**src/rtl/frac_edge_conv.sv**
```systemverilog
module frac_edge_conv #(
  parameter int DW = 16,
  parameter int PW = 16,
  parameter int SW = 8,
  parameter int FW = 8
) (
  input  logic                clk,
  input  logic                rst_n,
  input  logic                in_valid,
  input  logic                auto_mode,
  input  logic [DW-1:0]       duty_q15,
  input  logic [PW-1:0]       period,
  input  logic [PW+2*FW-1:0]  cmp_in,
  input  logic [SW-1:0]       scale,
  output logic                out_valid,
  output logic [PW+2*FW-1:0]  out_word
);
  localparam int QB    = DW - 1;
  localparam int PRODW = QB + PW;
  localparam int SUMW  = QB + SW + 1;
  localparam int STW   = SUMW - QB;
  localparam int OW    = PW + 2*FW;
  localparam logic [SUMW-1:0] HALF = SUMW'(1) << (QB-1);

  logic [QB-1:0]    duty_lim;
  logic [PRODW-1:0] prod;
  logic [PW-1:0]    coarse_in;
  logic [QB-1:0]    frac_in;

  assign duty_lim  = duty_q15[DW-1] ? {QB{1'b1}} : duty_q15[QB-1:0];
  assign prod      = PRODW'(duty_lim) * PRODW'(period);
  assign coarse_in = auto_mode ? cmp_in[OW-1:2*FW] : prod[PRODW-1:QB];
  assign frac_in   = auto_mode ? {cmp_in[2*FW-1:FW], {(QB-FW){1'b0}}} : prod[QB-1:0];

  logic          v1, v2;
  logic [PW-1:0] coarse1, coarse2;
  logic [QB-1:0] frac1;
  logic [SW-1:0] scale1;
  logic [SUMW-1:0] sum2;

  always_ff @(posedge clk or negedge rst_n) begin
    if (!rst_n) begin
      v1 <= 1'b0;
      coarse1 <= '0;
      frac1 <= '0;
      scale1 <= '0;
    end else begin
      v1 <= in_valid;
      if (in_valid) begin
        coarse1 <= coarse_in;
        frac1 <= frac_in;
        scale1 <= scale;
      end
    end
  end

  always_ff @(posedge clk or negedge rst_n) begin
    if (!rst_n) begin
      v2 <= 1'b0;
      coarse2 <= '0;
      sum2 <= '0;
    end else begin
      v2 <= v1;
      if (v1) begin
        coarse2 <= coarse1;
        sum2 <= SUMW'(frac1) * SUMW'(scale1) + HALF;
      end
    end
  end

  logic [STW-1:0] steps;
  logic [FW-1:0]  fine;

  assign steps = sum2[SUMW-1:QB];
  assign fine  = (|steps[STW-1:FW]) ? {FW{1'b1}} : steps[FW-1:0];

  always_ff @(posedge clk or negedge rst_n) begin
    if (!rst_n) begin
      out_valid <= 1'b0;
      out_word <= '0;
    end else begin
      out_valid <= v2;
      if (v2) out_word <= {coarse2, fine, {FW{1'b0}}};
    end
  end
endmodule


```
**config.mk**
```make
export PLATFORM = sky130hd
export DESIGN_NAME = frac_edge_conv
export DESIGN_NICKNAME = d
export VERILOG_FILES = /design/src/rtl/frac_edge_conv.sv
export SDC_FILE = /design/constraint.sdc
export NUM_CORES = 1
export LEC_CHECK = 0
export ABC_AREA = 1
export BUFFER_PORTS_ARGS = -buffer_cell sky130_fd_sc_hd__buf_2
export CORE_MARGIN = 4
export CORE_UTILIZATION = 61
export CTS_CLUSTER_DIAMETER = 80
export DETAILED_ROUTE_END_ITERATION = 10
export PLACE_DENSITY = 0.77
export SLEW_MARGIN = 5
export SYNTH_ARGS = -nofsm -noshare
export SYNTH_HDL_FRONTEND = slang
export SYNTH_SLANG_ARGS = --single-unit
export TNS_END_PERCENT = 10
```
**constraint.sdc**
```tcl
create_clock -name clk -period 5.2 [get_ports clk]
set_input_delay 0.52 -clock clk [delete_from_list [all_inputs] [get_ports clk]]
set_output_delay 0.52 -clock clk [all_outputs]
set_load 0.01 [all_outputs]
```
# After elaboration in Yosys (flattened, before gate mapping)
# Cells that the tools add are included.
# word_totals
reg_bits	106
out_inout_bits	33
wordCells	16
# op_classes
n_addsub	1
mul	2
n_mux	4
# op_table
op	n
$mul 15x16->31	1
$mux 15	2
$add 23x15->24 const B	1
$mul 15x8->23	1
$mux 16	1
$mux 8	1

# Depth between registers and ports, before layout
# Gate-level depths: netlist of the first run.
# depth
word_depth	3
ltp_mapped	30
depth_no_buf	27

# Worst setup path before layout of the first run
# OpenSTA, ideal clock, no wires.
# synth_timing
path_kind	input-to-reg
start	input port duty_q15[15]
end	register coarse1[5]
setup_ns	0.117
t_arrival_ns	5.743
t_required_ns	5.083
path_slack_ns	-0.660
path_stages	28
cell_sequence	buf_2 > buf_2 > nor2_1 > buf_2 > nor2_1 > fa_1 > inv_1 > fa_1 > inv_1 > fa_1 > inv_1 > fa_1 > inv_1 > fa_1 > inv_1 > fa_1 > inv_1 > ha_1 > nand2_2 > inv_1 > a21oi_1 > nand3_2 > nand3_1 > nand2_1 > nand2_1 > nand3_1 > nand2_1 > nand2_1
# synth_between
elab_chain_len	3
# synth_lines
element	line	rtl
from (decl)	11	input logic [DW-1:0] duty_q15,
$mux 15	30	assign duty_lim = duty_q15[DW-1] ? {QB{1'b1}} : duty_q15[QB-1:0];
$mul 15x16->31	31	assign prod = PRODW'(duty_lim) * PRODW'(period);
$mux 16	32	assign coarse_in = auto_mode ? cmp_in[OW-1:2*FW] : prod[PRODW-1:QB];
to (signal assigned)	50	coarse1 <= coarse_in;
to (decl)	36	logic [PW-1:0] coarse1, coarse2;
# Every way passes these cells.
# A chain may end at the register's enable or synchronous reset.

# Worst setup path in the final report of the first run
# layout_timing
start	input port duty_q15[15]
end	register coarse1[4]
# The elaborated chain is that of the path after synthesis.

==> results.sh, run 1 <==
export IMPL_status="finished, violations left"
export IMPL_violations="negative setup slack"
export IMPL_cp_arrival_ps=5680
export IMPL_tns_ps=-2940
export IMPL_clk_path_buf_depth=2
export IMPL_io_buffers=92
export IMPL_crit_fanout=7
export IMPL_finalCritPeriodShare=1.04
export IMPL_nets=2840
export IMPL_place_gp_congestion=0.981
export IMPL_drt_total_wl_microns=43400
export IMPL_yosys_warnings=0
export IMPL_n_fill_cell=2058
export IMPL_start_util=0.619
export IMPL_grt_start_max_net_pins=47
export IMPL_path_class="primary input to register"
export IMPL_dpl_hpwl_microns=36000
export IMPL_drt_iter0_markers=1091
export IMPL_setup_viol=20
export IMPL_first_pass_iters=6
export IMPL_finClkSkew_ps=10.5
export IMPL_vias=14400
export IMPL_max_stage_delay_ps=550
export IMPL_layout_commonest_cell="nand2_1"
export IMPL_final_seq_area_sq_um=2280
export IMPL_grt_pass1_vias=15100
export IMPL_cts_htree_levels=3
export IMPL_cts_tree="done"
export IMPL_grt_use_total=0.312
export IMPL_wl_per_cell_microns=16.1
export IMPL_hold_path_class="primary input to asynchronous set/reset pin"
export IMPL_dieWidth_microns=171
export IMPL_rsz0062_at_grt="yes"
export IMPL_r2r_slack_ps=690
export IMPL_max_freq_mhz=184
export IMPL_end_kind="register"
export IMPL_antenna_left=0
export IMPL_synth_cell_type_count=38
export IMPL_hold_buffers=0
export IMPL_core_sq_um=26100
export IMPL_startpoint_type="primary input"
export IMPL_drc=0
export IMPL_rr_worst_depth=14
export IMPL_grt_pass1_wl_microns=72900
export IMPL_final_cell_mix="nand2_1 (588), inv_1 (503), fa_1 (256)"
export IMPL_cts_reportedPaths_clkPinSlew_ps=80
export IMPL_drive_above_1_share=0.162
export IMPL_synthCells=2174
export IMPL_ios=109
export IMPL_ys_ff_latch=91
export IMPL_antenna_found_initial=2
export IMPL_yosysSeqAreaShare=0.141
export IMPL_crit_top_cell="fa_1"
export IMPL_route_detailed_vias_per_inst=5.32
export IMPL_crit_required_ps=5450
export IMPL_multiInputGateArea_sq_um=12100
export IMPL_crit_slowest_cell="fa_1"
export IMPL_syn_to_final_growth_pct=17.0
export IMPL_setup_slack_ps=-231
export IMPL_holdWs_ps=160
export IMPL_grt_overflow=0
export IMPL_hold_violations=0
export IMPL_worst_slew_pin_slew_ps=1020
export IMPL_clock_sinks=91
export IMPL_slew_headroom=0.316
export IMPL_rows=59
export IMPL_die_h_microns=171
export IMPL_clk_insertion_delay_late_ps=360
export IMPL_numCtsBuffers=9
export IMPL_rr_startpoint="scale1[3]"
export IMPL_post_route_min_period_ps=5430
export IMPL_worstReg2RegEnd="sum2[21]"
export IMPL_die_area_sq_um=29100
export IMPL_cts_root_buf="clkbuf_16"
export IMPL_maxCapViolCount=0
export IMPL_synth_area_sq_um=16100
export IMPL_slew_violations=0
export IMPL_syn_avg_cell_area_sq_um=7.43
[Yosys cell counts, drive strengths merged]
cell type	number	area, sq um
a21o	3	22.5
a21oi	46	234
a22o	2	17.5
a31oi	2	12.5
and2	2	12.5
and3	1	6.26
buf	19	115
clkbuf	66	248
clkinv	7	26.3
conb	1	3.75
dfrtp	91	2280
fa	257	5140
ha	150	1880
inv	514	1930
nand2	611	2310
nand3	67	355
nand3b	2	15.0
nand4	12	75.1
nor2	216	828
nor3	9	65.1
nor3b	1	12.5
o211ai	4	30.0
o21a	2	15.0
o21ai	69	349
o21bai	8	60.1
o32ai	1	8.76
xnor2	9	78.8
xor2	2	17.5
[flip-flops by register name, summed over array words and instances (netlist names), 8 cells and up]
register	count
scale1	8
coarse2	16
out_word	24
frac1	15
sum2	9
coarse1	16
[worst max-delay path, delay by kind of cell]
| kind | cells | cell delay [ps] |
|---|---|---|
| adder cells (fa/ha/maj) | 7 | 3290 |
| buffers and inverters | 11 | 790 |
| AO/OA/AOI/OAI | 2 | 230 |
| AND/OR/NAND/NOR | 9 | 840 |
[metrics by stage]
stage                     setup WS [ps]  cell area [sq um]  instances  utilization
after floorplan                    -208              16400       2181            -
after global placement             -736              18000       2665        0.689
after detailed placement           -762              18000       2665        0.689
after CTS                          -221              18500       2690        0.708
after global routing               -389              18900       2699        0.725
final                              -231              18900       2700        0.725
[repair_timing]
action / CTS / global route
endpoints found under the setup margin: 21 / 23
pin swaps: 14 / 53
cloned: 0 / 1
resized for setup: 31 / 70
buffers inserted: 9 / 8
[cell type report]
| cell class | instances | share of cell area |
|---|---|---|
| inverters | 521 | 0.104 |
| repair buffers | 250 | 0.0957 |
| clock inverters | 7 | 0.00457 |
| diodes | 3 | 0.000397 |
| well taps | 335 | 0.0222 |
| clock buffers | 9 | 0.0119 |
| multi-input cells | 1484 | 0.641 |
| flip-flops and latches | 91 | 0.121 |
[worst max-delay path by stage]
stage / cells past startpoint / slack (ps) / endpoint / startpoint
after floorplan: 29 / -210 / coarse1[4] / duty_q15[15]
after global placement: 21 / -740 / coarse1[14] / duty_q15[15]
after detailed placement: 23 / -760 / coarse1[14] / duty_q15[15]
after CTS: 26 / -220 / coarse1[15] / duty_q15[15]
after global routing: 29 / -390 / coarse1[4] / duty_q15[15]
final: 29 / -230 / coarse1[4] / duty_q15[15]
[cells by family (layout without fill, tap and decap cells)]
logic type,after synthesis,after routing,share of synthesized area
other,1,11,0.000232
adder cells (fa/ha/maj),407,407,0.435
AND/OR/NAND/NOR,921,921,0.228
buffers and inverters,606,787,0.144
AO/OA/AOI/OAI,137,137,0.0464
XOR/XNOR,11,11,0.00597
flip-flops,91,91,0.141
[routing by layer]
layer	track usage	routed length, microns	up-vias
met2	0.523	20800	544
met4	0.0906	1290	0
met1	0.424	17800	7014
met3	0.0508	3510	90
li1	-	-	6721
met5	0	0	-
Power of run 1 is not shown: default switching activity piles up to over one toggle a cycle in this logic, so the estimate is an artifact.
==> inputs of run 2 (changes only) <==
--- a/config.mk
+++ b/config.mk
@@ -12,6 +12,7 @@
 export CTS_CLUSTER_DIAMETER = 80
 export DETAILED_ROUTE_END_ITERATION = 10
 export PLACE_DENSITY = 0.77
+export RECOVER_POWER = 25
 export SLEW_MARGIN = 5
 export SYNTH_ARGS = -nofsm -noshare
 export SYNTH_HDL_FRONTEND = slang
==> run 2 against run 1 <==
Compared with the run above:
- the flow finishes with violations (max-capacitance violations, max-slew violations, negative setup slack)
- critical path depth unchanged
- sequential share of layout area about the same
- maximum frequency down 0.33%
- via count fell by 0.30%
- wire length about the same
==> results.sh, run 2 (synthesis gave the netlist of run 1 again) <==
export IMPL_status="finished, violations left"
export IMPL_violations="max-capacitance violations, max-slew violations, negative setup slack"
export IMPL_hold_violations=0
export IMPL_dp_cells=2665
export IMPL_r2r_slack_ps=680
export IMPL_reg_top3="out_word: 24 flops, coarse1: 16 flops, coarse2: 16 flops"
export IMPL_clk_path_buf_depth=2
export IMPL_antenna_left=0
export IMPL_finalCritPeriodShare=1.05
export IMPL_place_gp_congestion=0.981
export IMPL_crit_top_cell="fa_1"
export IMPL_route_detailed_vias_per_inst=5.31
export IMPL_die_area_sq_um=29100
export IMPL_die_h_microns=171
export IMPL_crit_end="coarse1[4]"
export IMPL_maxCapViolCount=1
export IMPL_layout_commonest_cell="nand2_1"
export IMPL_rr_startpoint="scale1[3]"
export IMPL_fin_area_sq_um=18900
export IMPL_clock_sinks=91
export IMPL_crit_cells=29
export IMPL_start_util=0.619
export IMPL_max_freq_mhz=184
export IMPL_io_buffers=92
export IMPL_rr_worst_depth=14
export IMPL_place_area_sq_um=18000
export IMPL_slew_headroom=-0.747
export IMPL_finClkSkew_ps=9.90
export IMPL_largest_reg_flops=24
export IMPL_grt_pass1_vias=15100
export IMPL_grt_use_total=0.312
export IMPL_rsz0062_at_grt="yes"
export IMPL_grt_overflow=0
export IMPL_setup_viol=20
export IMPL_nets=2840
export IMPL_top_register="out_word"
export IMPL_crit_required_ps=5450
export IMPL_cts_root_buf="clkbuf_16"
export IMPL_first_pass_iters=7
export IMPL_hold_path_class="primary input to register"
export IMPL_final_cell_mix="nand2_1 (588), inv_1 (503), fa_1 (256)"
export IMPL_cts_tree="done"
export IMPL_vias=14300
export IMPL_worst_slew_pin_slew_ps=2620
export IMPL_worstReg2RegEnd="sum2[21]"
export IMPL_drive_above_1_share=0.161
export IMPL_dpl_hpwl_microns=36000
export IMPL_multiInputGateArea_sq_um=12100
export IMPL_drc=0
export IMPL_grt_pass1_wl_microns=72900
export IMPL_drt_total_wl_microns=43400
export IMPL_ios=109
export IMPL_cp_arrival_ps=5700
export IMPL_rows=59
export IMPL_setup_slack_ps=-250
export IMPL_cp_buffers_inverters=11
export IMPL_end_kind="register"
export IMPL_cp_top_family="adder cells"
export IMPL_final_seq_area_sq_um=2280
export IMPL_dieWidth_microns=171
export IMPL_crit_slowest_cell="fa_1"
export IMPL_numCtsBuffers=9
export IMPL_path_class="primary input to register"
export IMPL_cts_htree_levels=3
export IMPL_finalNonFillerCells=2700
export IMPL_wl_per_cell_microns=16.1
export IMPL_antenna_found_initial=2
export IMPL_max_stage_delay_ps=550
export IMPL_startpoint_type="primary input"
export IMPL_core_sq_um=26100
export IMPL_slew_violations=47
export IMPL_grt_start_max_net_pins=47
export IMPL_cts_reportedPaths_clkPinSlew_ps=80
export IMPL_n_fill_cell=2057
export IMPL_drt_iter0_markers=1085
export IMPL_crit_fanout=7
export IMPL_clk_insertion_delay_late_ps=350
export IMPL_post_route_min_period_ps=5450
export IMPL_crit_start="duty_q15[15]"
export IMPL_syn_to_final_growth_pct=17.0
[run 2: cell count changes in the layout (fill, tap and decap cells not counted)]
cell and change:
buf_4 -1, clkbuf_1 +1
[run 2: through the flow]
stage | util | setup TNS [ps] | worst slack [ps] | hold WS (ps)
final | 0.725 | -2990 | -250 | 381
after global routing | 0.725 | -6550 | -389 | 372
after CTS | 0.708 | -3710 | -221 | 192
after detailed placement | 0.689 | -13930 | -762 | 461
after global placement | 0.689 | -12400 | -736 | 460
after floorplan | - | -3440 | -208 | 224
[run 2: layout make-up]
class,count,share of cell area
Multi-Input combinational cell,1484,0.641
Sequential cell,91,0.121
Inverter,521,0.104
Timing Repair Buffer,250,0.0955
Tap cell,335,0.0222
Clock buffer,9,0.0119
Clock inverter,7,0.00457
Antenna cell,3,0.000398
[run 2: worst min-delay path by stage]
stage	startpoint	slack [ps]	end	cells past startpoint
finish	scale[3]	380	scale1[3]	3
global placement	out_word[13]	460	out_word[13]	2
floorplan	rst_n	220	coarse1[0]	0
detailed placement	out_word[13]	460	out_word[13]	2
CTS	rst_n	190	sum2[18]	1
global route	scale[3]	370	scale1[3]	3
[run 2: repair_timing]
action	4_1_cts	5_1_grt
gates cloned	0	1
setup buffers	9	8
pin swaps	14	53
hold buffers	0	0
endpoints found under the setup margin	21	23
gates resized for setup	31	70
[run 2: per-layer routing]
| layer | up-vias | global-route usage | wire length, microns |
|---|---|---|---|
| met2 | 536 | 0.523 | 20800 |
| li1 | 6721 | - | - |
| met5 | - | 0 | 0 |
| met1 | 6990 | 0.424 | 17800 |
| met3 | 79 | 0.0508 | 3440 |
| met4 | 0 | 0.0906 | 1240 |
[run 2: worst register-to-register path: cells and delay by family, from the launching register on]
family                     cells  cell delay [ps]
AOI/OAI and AO/OA              3              670
adders and majority gates      5             2340
buffers and inverters          1               50
DFF                            1              760
and+or+nand+nor                5              650
Power of run 2 is left out for the same reason.
